### src/rtl/gpio_mask_pkg.sv
package gpio_mask_pkg;

  typedef enum logic [1:0] {
    SEL_NONE = 2'd0,
    SEL_DATA = 2'd1,
    SEL_DIR  = 2'd2,
    SEL_ALT  = 2'd3
  } reg_sel_e;

  localparam int unsigned MAP_AW      = 12;
  localparam logic [MAP_AW-1:0] OFS_DIR = 12'h400;
  localparam logic [MAP_AW-1:0] OFS_ALT = 12'h420;

endpackage

### src/rtl/gpio_in_sync.sv
module gpio_in_sync #(
  parameter int unsigned NLINES = 8,
  parameter int unsigned STAGES = 2
) (
  input  logic              clk,
  input  logic              rst_n,
  input  logic [NLINES-1:0] async_in,
  output logic [NLINES-1:0] sync_out
);

  logic [NLINES-1:0] stg_q [STAGES];

  generate
    for (genvar s = 0; s < STAGES; s++) begin : g_stage
      if (s == 0) begin : g_first
        always_ff @(posedge clk or negedge rst_n) begin
          if (!rst_n) stg_q[s] <= '0;
          else        stg_q[s] <= async_in;
        end
      end else begin : g_next
        always_ff @(posedge clk or negedge rst_n) begin
          if (!rst_n) stg_q[s] <= '0;
          else        stg_q[s] <= stg_q[s-1];
        end
      end
    end
  endgenerate

  assign sync_out = stg_q[STAGES-1];

endmodule

### src/rtl/gpio_regfile.sv
module gpio_regfile
  import gpio_mask_pkg::*;
#(
  parameter int unsigned NLINES = 8
) (
  input  logic              clk,
  input  logic              rst_n,
  input  logic              wr_en,
  input  reg_sel_e          wr_sel,
  input  logic [NLINES-1:0] wr_mask,
  input  logic [NLINES-1:0] wr_val,
  output logic [NLINES-1:0] data_q,
  output logic [NLINES-1:0] dir_q,
  output logic [NLINES-1:0] alt_q
);

  logic [NLINES-1:0] data_d, dir_d, alt_d;
  logic              data_en, dir_en, alt_en;

  always_comb begin
    data_en = wr_en && (wr_sel == SEL_DATA);
    dir_en  = wr_en && (wr_sel == SEL_DIR);
    alt_en  = wr_en && (wr_sel == SEL_ALT);
    data_d  = (data_q & ~wr_mask) | (wr_val & wr_mask);
    dir_d   = wr_val;
    alt_d   = wr_val;
  end

  always_ff @(posedge clk or negedge rst_n) begin
    if (!rst_n) begin
      data_q <= '0;
    end else if (data_en) begin
      data_q <= data_d;
    end
  end

  always_ff @(posedge clk or negedge rst_n) begin
    if (!rst_n) begin
      dir_q <= '0;
    end else if (dir_en) begin
      dir_q <= dir_d;
    end
  end

  always_ff @(posedge clk or negedge rst_n) begin
    if (!rst_n) begin
      alt_q <= '0;
    end else if (alt_en) begin
      alt_q <= alt_d;
    end
  end

endmodule

### src/rtl/gpio_pin_mux.sv
module gpio_pin_mux #(
  parameter int unsigned NLINES = 8
) (
  input  logic [NLINES-1:0] alt_q,
  input  logic [NLINES-1:0] data_q,
  input  logic [NLINES-1:0] dir_q,
  input  logic [NLINES-1:0] alt_out,
  input  logic [NLINES-1:0] alt_oe,
  output logic [NLINES-1:0] pin_out,
  output logic [NLINES-1:0] pin_oe
);

  generate
    for (genvar i = 0; i < NLINES; i++) begin : g_line
      assign pin_out[i] = alt_q[i] ? alt_out[i] : data_q[i];
      assign pin_oe[i]  = alt_q[i] ? alt_oe[i]  : dir_q[i];
    end
  endgenerate

endmodule

### src/rtl/apb_gpio_masked.sv
module apb_gpio_masked
  import gpio_mask_pkg::*;
#(
  parameter int unsigned NLINES      = 8,
  parameter int unsigned ADDR_W      = 12,
  parameter int unsigned DATA_W      = 32,
  parameter int unsigned SYNC_STAGES = 2
) (
  input  logic              pclk,
  input  logic              presetn,
  input  logic              psel,
  input  logic              penable,
  input  logic              pwrite,
  input  logic [ADDR_W-1:0] paddr,
  input  logic [DATA_W-1:0] pwdata,
  output logic [DATA_W-1:0] prdata,
  output logic              pready,
  output logic              pslverr,
  input  logic [NLINES-1:0] gpio_in,
  input  logic [NLINES-1:0] alt_out,
  input  logic [NLINES-1:0] alt_oe,
  output logic [NLINES-1:0] gpio_out,
  output logic [NLINES-1:0] gpio_oe
);

  localparam int unsigned MASK_LO  = 2;
  localparam int unsigned WIN_TOP  = MASK_LO + NLINES;
  localparam int unsigned WORD_MSB = ADDR_W - 1;

  reg_sel_e          sel;
  logic              wr_acc;
  logic [NLINES-1:0] addr_mask;
  logic [NLINES-1:0] data_q, dir_q, alt_q;
  logic [NLINES-1:0] pin_sync;
  logic [NLINES-1:0] pin_view;
  logic [NLINES-1:0] rd_bits;

  always_comb begin
    if (paddr[ADDR_W-1:WIN_TOP] == '0) begin
      sel = SEL_DATA;
    end else if (paddr[WORD_MSB:MASK_LO] == OFS_DIR[WORD_MSB:MASK_LO]) begin
      sel = SEL_DIR;
    end else if (paddr[WORD_MSB:MASK_LO] == OFS_ALT[WORD_MSB:MASK_LO]) begin
      sel = SEL_ALT;
    end else begin
      sel = SEL_NONE;
    end
  end

  assign addr_mask = paddr[MASK_LO +: NLINES];
  assign wr_acc    = psel && penable && pwrite;

  gpio_in_sync #(
    .NLINES (NLINES),
    .STAGES (SYNC_STAGES)
  ) u_sync (
    .clk      (pclk),
    .rst_n    (presetn),
    .async_in (gpio_in),
    .sync_out (pin_sync)
  );

  gpio_regfile #(
    .NLINES (NLINES)
  ) u_regs (
    .clk     (pclk),
    .rst_n   (presetn),
    .wr_en   (wr_acc),
    .wr_sel  (sel),
    .wr_mask (addr_mask),
    .wr_val  (pwdata[NLINES-1:0]),
    .data_q  (data_q),
    .dir_q   (dir_q),
    .alt_q   (alt_q)
  );

  gpio_pin_mux #(
    .NLINES (NLINES)
  ) u_mux (
    .alt_q   (alt_q),
    .data_q  (data_q),
    .dir_q   (dir_q),
    .alt_out (alt_out),
    .alt_oe  (alt_oe),
    .pin_out (gpio_out),
    .pin_oe  (gpio_oe)
  );

  generate
    for (genvar i = 0; i < NLINES; i++) begin : g_view
      assign pin_view[i] = gpio_oe[i] ? gpio_out[i] : pin_sync[i];
    end
  endgenerate

  always_comb begin
    unique case (sel)
      SEL_DATA: rd_bits = pin_view & addr_mask;
      SEL_DIR:  rd_bits = dir_q;
      SEL_ALT:  rd_bits = alt_q;
      default:  rd_bits = '0;
    endcase
  end

  always_comb begin
    prdata = '0;
    if (psel && !pwrite) begin
      prdata[NLINES-1:0] = rd_bits;
    end
  end

  assign pready  = 1'b1;
  assign pslverr = 1'b0;

endmodule

### config.mk
export PLATFORM = sky130hd
export DESIGN_NAME = apb_gpio_masked
export DESIGN_NICKNAME = d
export VERILOG_FILES = /design/src/rtl/gpio_mask_pkg.sv /design/src/rtl/gpio_in_sync.sv /design/src/rtl/gpio_regfile.sv /design/src/rtl/gpio_pin_mux.sv /design/src/rtl/apb_gpio_masked.sv
export SDC_FILE = /design/constraint.sdc
export NUM_CORES = 1
export LEC_CHECK = 0
export ABC_CLOCK_PERIOD_IN_PS = 2530
export BUFFER_PORTS_ARGS = -buffer_cell sky130_fd_sc_hd__buf_2
export CAP_MARGIN = 10
export CORE_UTILIZATION = 40
export CTS_BUF_LIST = sky130_fd_sc_hd__clkbuf_8 sky130_fd_sc_hd__clkbuf_16
export DETAILED_ROUTE_END_ITERATION = 8
export PLACE_DENSITY = 0.75
export SLEW_MARGIN = 0
export SYNTH_ARGS = -nofsm -noshare
export SYNTH_HDL_FRONTEND = slang
export SYNTH_SLANG_ARGS = --single-unit
### constraint.sdc
create_clock -name pclk -period 2.53 [get_ports pclk]
set_input_delay 0.506 -clock pclk [delete_from_list [all_inputs] [get_ports pclk]]
set_output_delay 0.506 -clock pclk [all_outputs]
set_load 0.05 [all_outputs]
== Word level (Yosys, flattened, before mapping) ==
Index checks and enable logic that the tools add are counted.

* Memory bits (read-only): 0
* Latch bits: 0
* Bits in writable memories: 0
* Memories: 0
* Bits of input ports: 73
* Flip-flop bits (word level): 40

* Divide/modulo/power cells: 0
* $mul: 0
* Magnitude comparators: 0
* Shift-type cells: 0
* $add $sub $neg: 0
* Bitwise gates (word level): 5
* Mux-type cells: 29
* Reduce and logical (&&, ||, !) cells: 8
* Equal/unequal tests: 5

{| class="wikitable"
|+ Operator list
! cell !! number
|-
| $and A8 B8 Y8 || 3
|-
| $mux W1 || 24
|-
| $pmux W8 S3 || 1
|-
| $eq A10 B9 Y1 const B || 2
|-
| $mux W8 || 1
|-
| $not A8 Y8 || 1
|-
| $or A8 B8 Y8 || 1
|-
| $logic_and A1 B1 Y1 || 6
|-
| $mux W2 || 3
|-
| $eq A2 B2 Y1 const B || 2
|-
| $eq A2 B1 Y1 const B || 1
|-
| $logic_not A2 Y1 || 1
|-
| $logic_not A1 Y1 || 1
|}

== Logic depth before layout (Yosys ltp) ==
Gate-level depths: netlist (run 1).

* Depth after elaboration: 7
* Mapped depth: 5

== Cells and area by module ==
From an unflattened synthesis (run 1), not the netlist that was laid out.

* Cells, all modules: 181
* Area total of the unflattened synthesis: 2324.7 sq um

{| class="wikitable"
|+ Modules (own cells, without submodules)
! module !! seq. area each (sq um) !! cells each !! times used !! area an instance (sq um)
|-
| gpio_regfile || 600.6 || 61 || 1 || 1008.5
|-
| apb_gpio_masked || 0.0 || 80 || 1 || 623.1
|-
| gpio_in_sync || 400.4 || 24 || 1 || 460.4
|-
| gpio_pin_mux || 0.0 || 16 || 1 || 232.7
|}

== Worst setup path after synthesis (run 1) ==
No wires, ideal clock.

* Path kind: in2out
* Start point: in paddr[6]
* End point: out prdata[0]
* Data required time: 2024 ps
* Data arrival time: 2172 ps
* Buffers on the path: 1
* Stages on the path: 5
* Path slack: -148 ps
* Path through: nor4_2 a21boi_0 or4b_1 clkbuf_1 nor2_1

* Word-level cells in the longest chain between the ends: 7
* Elaborated cells between the ends (all ways): 10
* Those cells by class: eq/ne: 5; mux: 5

{| class="wikitable"
|+ Ends and longest elaborated chain
! what !! RTL line !! text
|-
| start: declaration || apb_gpio_masked.sv:14 || <nowiki>input logic [ADDR_W-1:0] paddr,</nowiki>
|-
| $eq A10 B9 Y1 || apb_gpio_masked.sv:43 || <nowiki>end else if (paddr[WORD_MSB:MASK_LO] == OFS_ALT[WORD_MSB:MASK_LO]) begin</nowiki>
|-
| $mux W2 || apb_gpio_masked.sv:43 ||
|-
| $mux W2 * || apb_gpio_masked.sv:41 || <nowiki>end else if (paddr[WORD_MSB:MASK_LO] == OFS_DIR[WORD_MSB:MASK_LO]) begin</nowiki>
|-
| $mux W2 * || apb_gpio_masked.sv:39 || <nowiki>if (paddr[ADDR_W-1:WIN_TOP] == '0) begin</nowiki>
|-
| $eq A2 B2 Y1 or $eq A2 B1 Y1 (tied branches) || apb_gpio_masked.sv:96 || <nowiki>unique case (sel)</nowiki>
|-
| $pmux W8 S3 * || apb_gpio_masked.sv:96 ||
|-
| $mux W8 * || apb_gpio_masked.sv:106 || <nowiki>if (psel && !pwrite) begin</nowiki>
|-
| end: declaration || apb_gpio_masked.sv:16 || <nowiki>output logic [DATA_W-1:0] prdata,</nowiki>
|}

Every way passes the cells marked *; elsewhere a longest branch is shown, timed or not.

== Worst setup path after layout (run 1) ==
* Start point: in paddr[8]
* End point: out prdata[0]

The elaborated chain is that of the path after synthesis.

==> results of run 1 <==
## layout make-up
| class | instances | area [um^2] | share of cell area |
|---|---|---|---|
| clock buffers | 5 | 68.8 | 0.0248 |
| clock inverters | 3 | 38.8 | 0.0140 |
| multi-input cells | 117 | 1030 | 0.371 |
| flip-flops and latches | 40 | 1000 | 0.360 |
| well taps | 67 | 83.8 | 0.0302 |
| repair buffers | 84 | 556 | 0.200 |
## path summary, 6_finish.rpt
check / startpoint / to / slack (ns) / cells past startpoint
min: presetn / u_sync.sync_out[0]$_DFF_PN0_ / 0.32 / 1
min reg2reg: u_sync.stg_q[8]$_DFF_PN0_ / u_sync.sync_out[0]$_DFF_PN0_ / 0.34 / 0
min in group pclk: gpio_in[4] / u_sync.stg_q[12]$_DFF_PN0_ / 0.32 / 1
max reg2reg: u_regs.alt_q[0]$_DFFE_PN0P_ / u_regs.alt_q[0]$_DFFE_PN0P_ / 1.72 / 1
max: paddr[8] / prdata[0] / 0.05 / 7
max in group asynchronous: presetn / u_sync.stg_q[10]$_DFF_PN0_ / 1.65 / 1
## per-stage QoR
step	area, um^2	total power [mW]	instances	setup slack, ns	util
after floorplan	2170	0.988	186	-0.148	-
after global placement	2490	1.06	308	-0.162	0.514
after detailed placement	2490	1.06	308	-0.148	0.514
after CTS	2660	1.57	316	-0.0222	0.549
after global routing	2780	1.63	316	0.00226	0.573
final	2780	1.57	316	0.0506	0.573
## placed cells by master, fill, tap and decap left out, drive strengths merged
cell / synthesis / layout
or4b: 1 / 1
conb: 2 / 26
nor2: 9 / 9
nor4: 1 / 1
bufinv: 0 / 1
dfrtp: 40 / 40
and4b: 1 / 1
nand2: 8 / 8
inv: 0 / 1
mux2: 56 / 56
clkbuf: 1 / 5
a21boi: 1 / 1
nor3: 2 / 2
a32oi: 8 / 8
and3: 1 / 1
nor3b: 1 / 1
nand3: 2 / 2
buf: 28 / 84
clkinv: 0 / 1
## critical path: cells and delay by family
family / cells / cell delay, ns
compound gates: 1 / 0.11
buf+inv: 3 / 0.43
simple gates: 3 / 0.93
## power by group
part           internal, mW  switching (mW)
sequential            0.678          0.0170
combinational         0.106           0.261
clock                 0.289           0.219
## repair_timing
action / CTS / global route
endpoints found under the setup margin: 8 / 8
pin swaps: 1 / 11
gates resized for setup: 20 / 30
## cells by family (layout without fill, tap and decap cells)
logic type      after synthesis  count (layout)  share of synthesized area
compound gates                9               9                     0.0374
buf+inv                      29              92                      0.103
flops                        40              40                      0.482
mux                          56              56                      0.304
other cells                   2              26                    0.00362
simple gates                 26              26                     0.0705
## layer usage
layer / up-vias / wire length, um / track usage
met3: 5 / 250 / 0.0352
met5: - / 0 / 0
met4: 0 / 54 / 0.0641
met2: 59 / 2360 / 0.303
li1: 703 / - / -
met1: 740 / 1850 / 0.198
==> results.py, run 1 <==
metrics = {
    "clock_tree": {
        "cts_tree": "built",
        "cts_buffer_depth": 2,
        "cts_buffers": 5,
        "clock-sinks": 40,
        "clkSlewWorstSetupHoldPaths_ns": 0.08,
        "ctsHtreeMaxLevel": 2,
        "clk_latency_ns": 0.29,
        "cts_setup_buffers": 0,
        "hold_buffers": 0,
        "cts-root-buf": "clkbuf_8",
    },
    "sta": {
        "slew_headroom": 0.414,
        "final.setup.tns_ns": 0,
        "tightest_slew_ns": 0.879,
        "whs_ns": 0.317,
        "fin_crit_sh": 0.980,
        "rsz0062_at_grt": "no",
        "setup_viol": 0,
        "finalCriticalPeriod_ns": 2.48,
        "slew_violations": 0,
        "skew_ns": 0.00771,
        "fmax_mhz": 403,
        "hold_viol": 0,
    },
    "run_status": {
        "status": "completed",
    },
    "global_routing": {
        "grt_pass1_wl_mm": 6.79,
        "grt_pass1_vias": 1487,
        "grt_max_degree": 41,
        "overflow": 0,
        "grt_use_total": 0.169,
        "antenna_found_initial": 0,
    },
    "worst_setup_path": {
        "cp_common_cell": "buf_8",
        "criticalPathCategory": "input port to output pin",
        "critPathSlowestCell": "or4b_4",
        "end_kind": "output pin",
        "max_stage_delay_ns": 0.53,
        "path_cells": "buf_6, nor4_4, a21boi_1, or4b_4, buf_8, nor2_4, buf_8",
        "required_ns": 2.02,
        "worst-path-max-fanout": 4,
        "cp.arrival_ns": 1.97,
        "start_kind": "input port",
    },
    "power_and_ir_drop": {
        "power_density_mw_per_mm2": 565,
        "vdd_ir_drop_max_mv": 0.441,
        "power.leakage_nw": 1.39,
    },
    "floorplan": {
        "dieHeight_um": 74.1,
        "io_pins": 123,
        "die-area_mm2": 0.00548,
        "die_width_um": 74.1,
        "coreArea_mm2": 0.00485,
        "start_util": 0.428,
        "rows": 25,
    },
    "placed_design": {
        "dp_hpwl_mm": 3.33,
        "portBuffers": 70,
        "gp_congestion": 0.764,
    },
    "flow_run": {
        "maxCapViolations": 0,
    },
    "detailed_routing": {
        "vias": 1507,
        "drt-total-wl_mm": 4.51,
        "drc": 0,
        "wl_per_cell_um": 14.3,
        "ant_nets": 0,
        "vias_per_cell": 4.77,
        "drtIter0Drc": 64,
        "first_pass_iters": 4,
    },
    "finish": {
        "diodes": 0,
        "fin_nets": 321,
        "area_delta_synth_final_pct": 33.7,
        "drive_gt1_frac": 0.643,
        "fillers": 411,
    },
    "yosys": {
        "synthesis.area_mm2": 0.00208,
        "post-synth-top-area-cell": "dfrtp_1",
        "yosysMostFrequentCell": "mux2_2",
        "synth_cell_types": 19,
        "synth-seq-cells": 40,
        "seq_area_frac_synth": 0.482,
        "synth_edf_count": 0,
        "async_flop_share": 1.00,
        "synth_top_area_share": 0.482,
        "avgSynthCellArea_um2": 12.8,
        "synth_area_leaders": "dfrtp_1 48%, mux2_2 30%, buf_4 9.4%, a32oi_1 3.4%, nor2_1 1.6%",
        "ys.flop_type": "dfrtp_1",
        "ys_warn_count": 0,
        "synth_commonest_cells": "56 x mux2_2, 40 x dfrtp_1, 26 x buf_4",
        "syn_inst": 162,
    },
    "hold_path": {
        "hold_class": "input port to asynchronous set/reset pin",
    },
}
Note: power is estimated with default switching activity, not from simulation.
==> inputs of run 2 (changes only) <==
- ABC_CLOCK_PERIOD_IN_PS: 2530 -> 2000
- CORE_UTILIZATION: 40 -> 39
- MAX_ROUTING_LAYER: not set -> met4
- PLACE_DENSITY: 0.75 -> 0.76
- clock period: 2.53 -> 2 ns (I/O delays scaled with it)
==> run 2 against run 1 <==
The flow now finishes with violations (negative setup slack). Core utilization shrank 0.16 points. Via count grew 0.40%. Worst hold slack lost 0.25 ns. Clock skew shrank 0.0046 ns. Non-clock buffer count grew 12.
==> results.py, run 2 (synthesized netlist as in run 1, its figures left out) <==
metrics = {
    "power_and_ir_drop": {
        "power_density_mw_per_mm2": 655,
        "vdd_ir_drop_max_mv": 0.436,
        "power.leakage_nw": 1.48,
    },
    "worst_setup_path": {
        "regToRegSetupSlack_ns": 1.08,
        "critPathSlowestCell": "or4b_4",
        "required_ns": 1.60,
        "cp.arrival_ns": 1.83,
        "path_cells": "buf_8, nor4_4, a21boi_1, or4b_4, buf_8, nor2_4, buf_6",
        "criticalPathCategory": "input port to output pin",
        "end_kind": "output pin",
        "crit_buf_inv": 3,
        "cp_common_cell": "buf_8",
        "max_stage_delay_ns": 0.53,
        "worst-path-max-fanout": 4,
        "critPathTopFamily": "simple AND/OR/NAND/NOR gates",
        "start_kind": "input port",
    },
    "sta": {
        "fmax_mhz": 449,
        "final.setup.tns_ns": -1.69,
        "setup_ws_ns": -0.228,
        "rsz0062_at_grt": "yes",
        "slew_violations": 0,
        "fin_crit_sh": 1.11,
        "skew_ns": 0.00307,
        "finalCriticalPeriod_ns": 2.23,
        "hold_viol": 0,
        "setup_viol": 8,
    },
    "run_status": {
        "status": "complete, but fails checks",
        "violations": "negative setup slack",
    },
    "detailed_routing": {
        "drc": 0,
        "first_pass_iters": 4,
        "vias": 1513,
        "wl_per_cell_um": 14.0,
        "ant_nets": 0,
        "vias_per_cell": 4.57,
        "drt-total-wl_mm": 4.64,
        "drtIter0Drc": 31,
    },
    "finish": {
        "layout_commonest_cell": "buf_2",
        "drive_gt1_frac": 0.693,
        "diodes": 0,
        "fillers": 442,
        "postLayoutCellArea_mm2": 0.00292,
        "area_delta_synth_final_pct": 40.5,
        "fin_nets": 333,
        "layout_common_cells": "60 x buf_2, 54 x mux2_2, 39 x dfrtp_1",
        "final_cells": 331,
    },
    "clock_tree": {
        "clk_latency_ns": 0.29,
        "cts_buffers": 5,
        "ctsHtreeMaxLevel": 2,
        "cts_tree": "built",
        "clock-sinks": 40,
        "clkSlewWorstSetupHoldPaths_ns": 0.08,
        "cts-root-buf": "clkbuf_8",
        "cts_buffer_depth": 2,
    },
    "placed_design": {
        "dp_hpwl_mm": 3.45,
        "gp_congestion": 0.798,
        "place_area_mm2": 0.00263,
        "portBuffers": 70,
        "dp.cells": 318,
    },
    "flow_run": {
        "maxCapViolations": 0,
    },
    "global_routing": {
        "grt_pass1_vias": 1572,
        "antenna_found_initial": 0,
        "grt_pass1_wl_mm": 7.25,
        "overflow": 0,
        "grt_max_degree": 41,
        "grt_use_total": 0.184,
    },
    "floorplan": {
        "start_util": 0.407,
        "coreArea_mm2": 0.00511,
        "dieHeight_um": 75.0,
        "io_pins": 123,
        "die-area_mm2": 0.00562,
        "die_width_um": 75.0,
        "rows": 26,
    },
    "hold_path": {
        "hold_class": "input port to asynchronous set/reset pin",
    },
}
run 2: area by class of cell:
class / instances / area [um^2] / area share
flip-flops and latches: 40 / 1000 / 0.343
multi-input cells: 117 / 1090 / 0.374
clock buffers: 6 / 82.6 / 0.0283
repair buffers: 96 / 643 / 0.220
well taps: 70 / 87.6 / 0.0300
clock inverters: 2 / 10.0 / 0.00343
run 2: worst reg2reg max path, cell delays in order (launching register included):
cell,delay [ns]
dfrtp_1,0.41
buf_4,0.15
mux2_2,0.25
run 2: per-stage QoR:
stage               setup slack (ns)  utilization  power (mW)  hold slack [ns]
finish                        -0.228        0.571        1.91           0.0667
global route                  -0.272        0.571        2.01           0.0729
CTS                           -0.220        0.570        1.94           0.0680
detailed placement            -0.347        0.515        1.37            0.335
global placement              -0.343        0.515        1.36            0.332
floorplan                    -0.0829            -        1.26            0.104
run 2: repair_timing:
action                                  4_1_cts  5_1_grt
hold buffers                                  0        0
endpoints found under the hold margin         0        0
endpoints found under the setup margin        8        8
gates resized for setup                      35        3
setup buffers                                 5        0
pin swaps                                     7        1
run 2: power breakdown:
part / leakage (nW) / total, mW / internal (mW) / switching [mW]
clock: 0.0510 / 0.544 / 0.275 / 0.269
sequential: 0.511 / 0.877 / 0.857 / 0.0199
combinational: 0.923 / 0.490 / 0.153 / 0.337
total: 1.48 / 1.91 / 1.28 / 0.626
run 2: path summary, 6_finish.rpt:
path	start	endpoint	cells past startpoint
worst min-delay path	presetn	u_sync.stg_q[13]$_DFF_PN0_	2
worst max-delay path	paddr[6]	prdata[6]	7
min in group pclk	gpio_in[5]	u_sync.stg_q[13]$_DFF_PN0_	1
max in group asynchronous	presetn	u_regs.alt_q[3]$_DFFE_PN0P_	2
worst min register to register	u_sync.stg_q[11]$_DFF_PN0_	u_sync.sync_out[3]$_DFF_PN0_	0
worst max register to register	u_regs.alt_q[4]$_DFFE_PN0P_	u_regs.alt_q[4]$_DFFE_PN0P_	2
run 2: layer usage:
layer  track usage  vias up  share of wire
met3        0.0442        4          0.050
met4        0.0377        0         0.0078
met1         0.225      731           0.44
met5             -        -              0
li1              -      723              -
met2         0.312       55           0.50
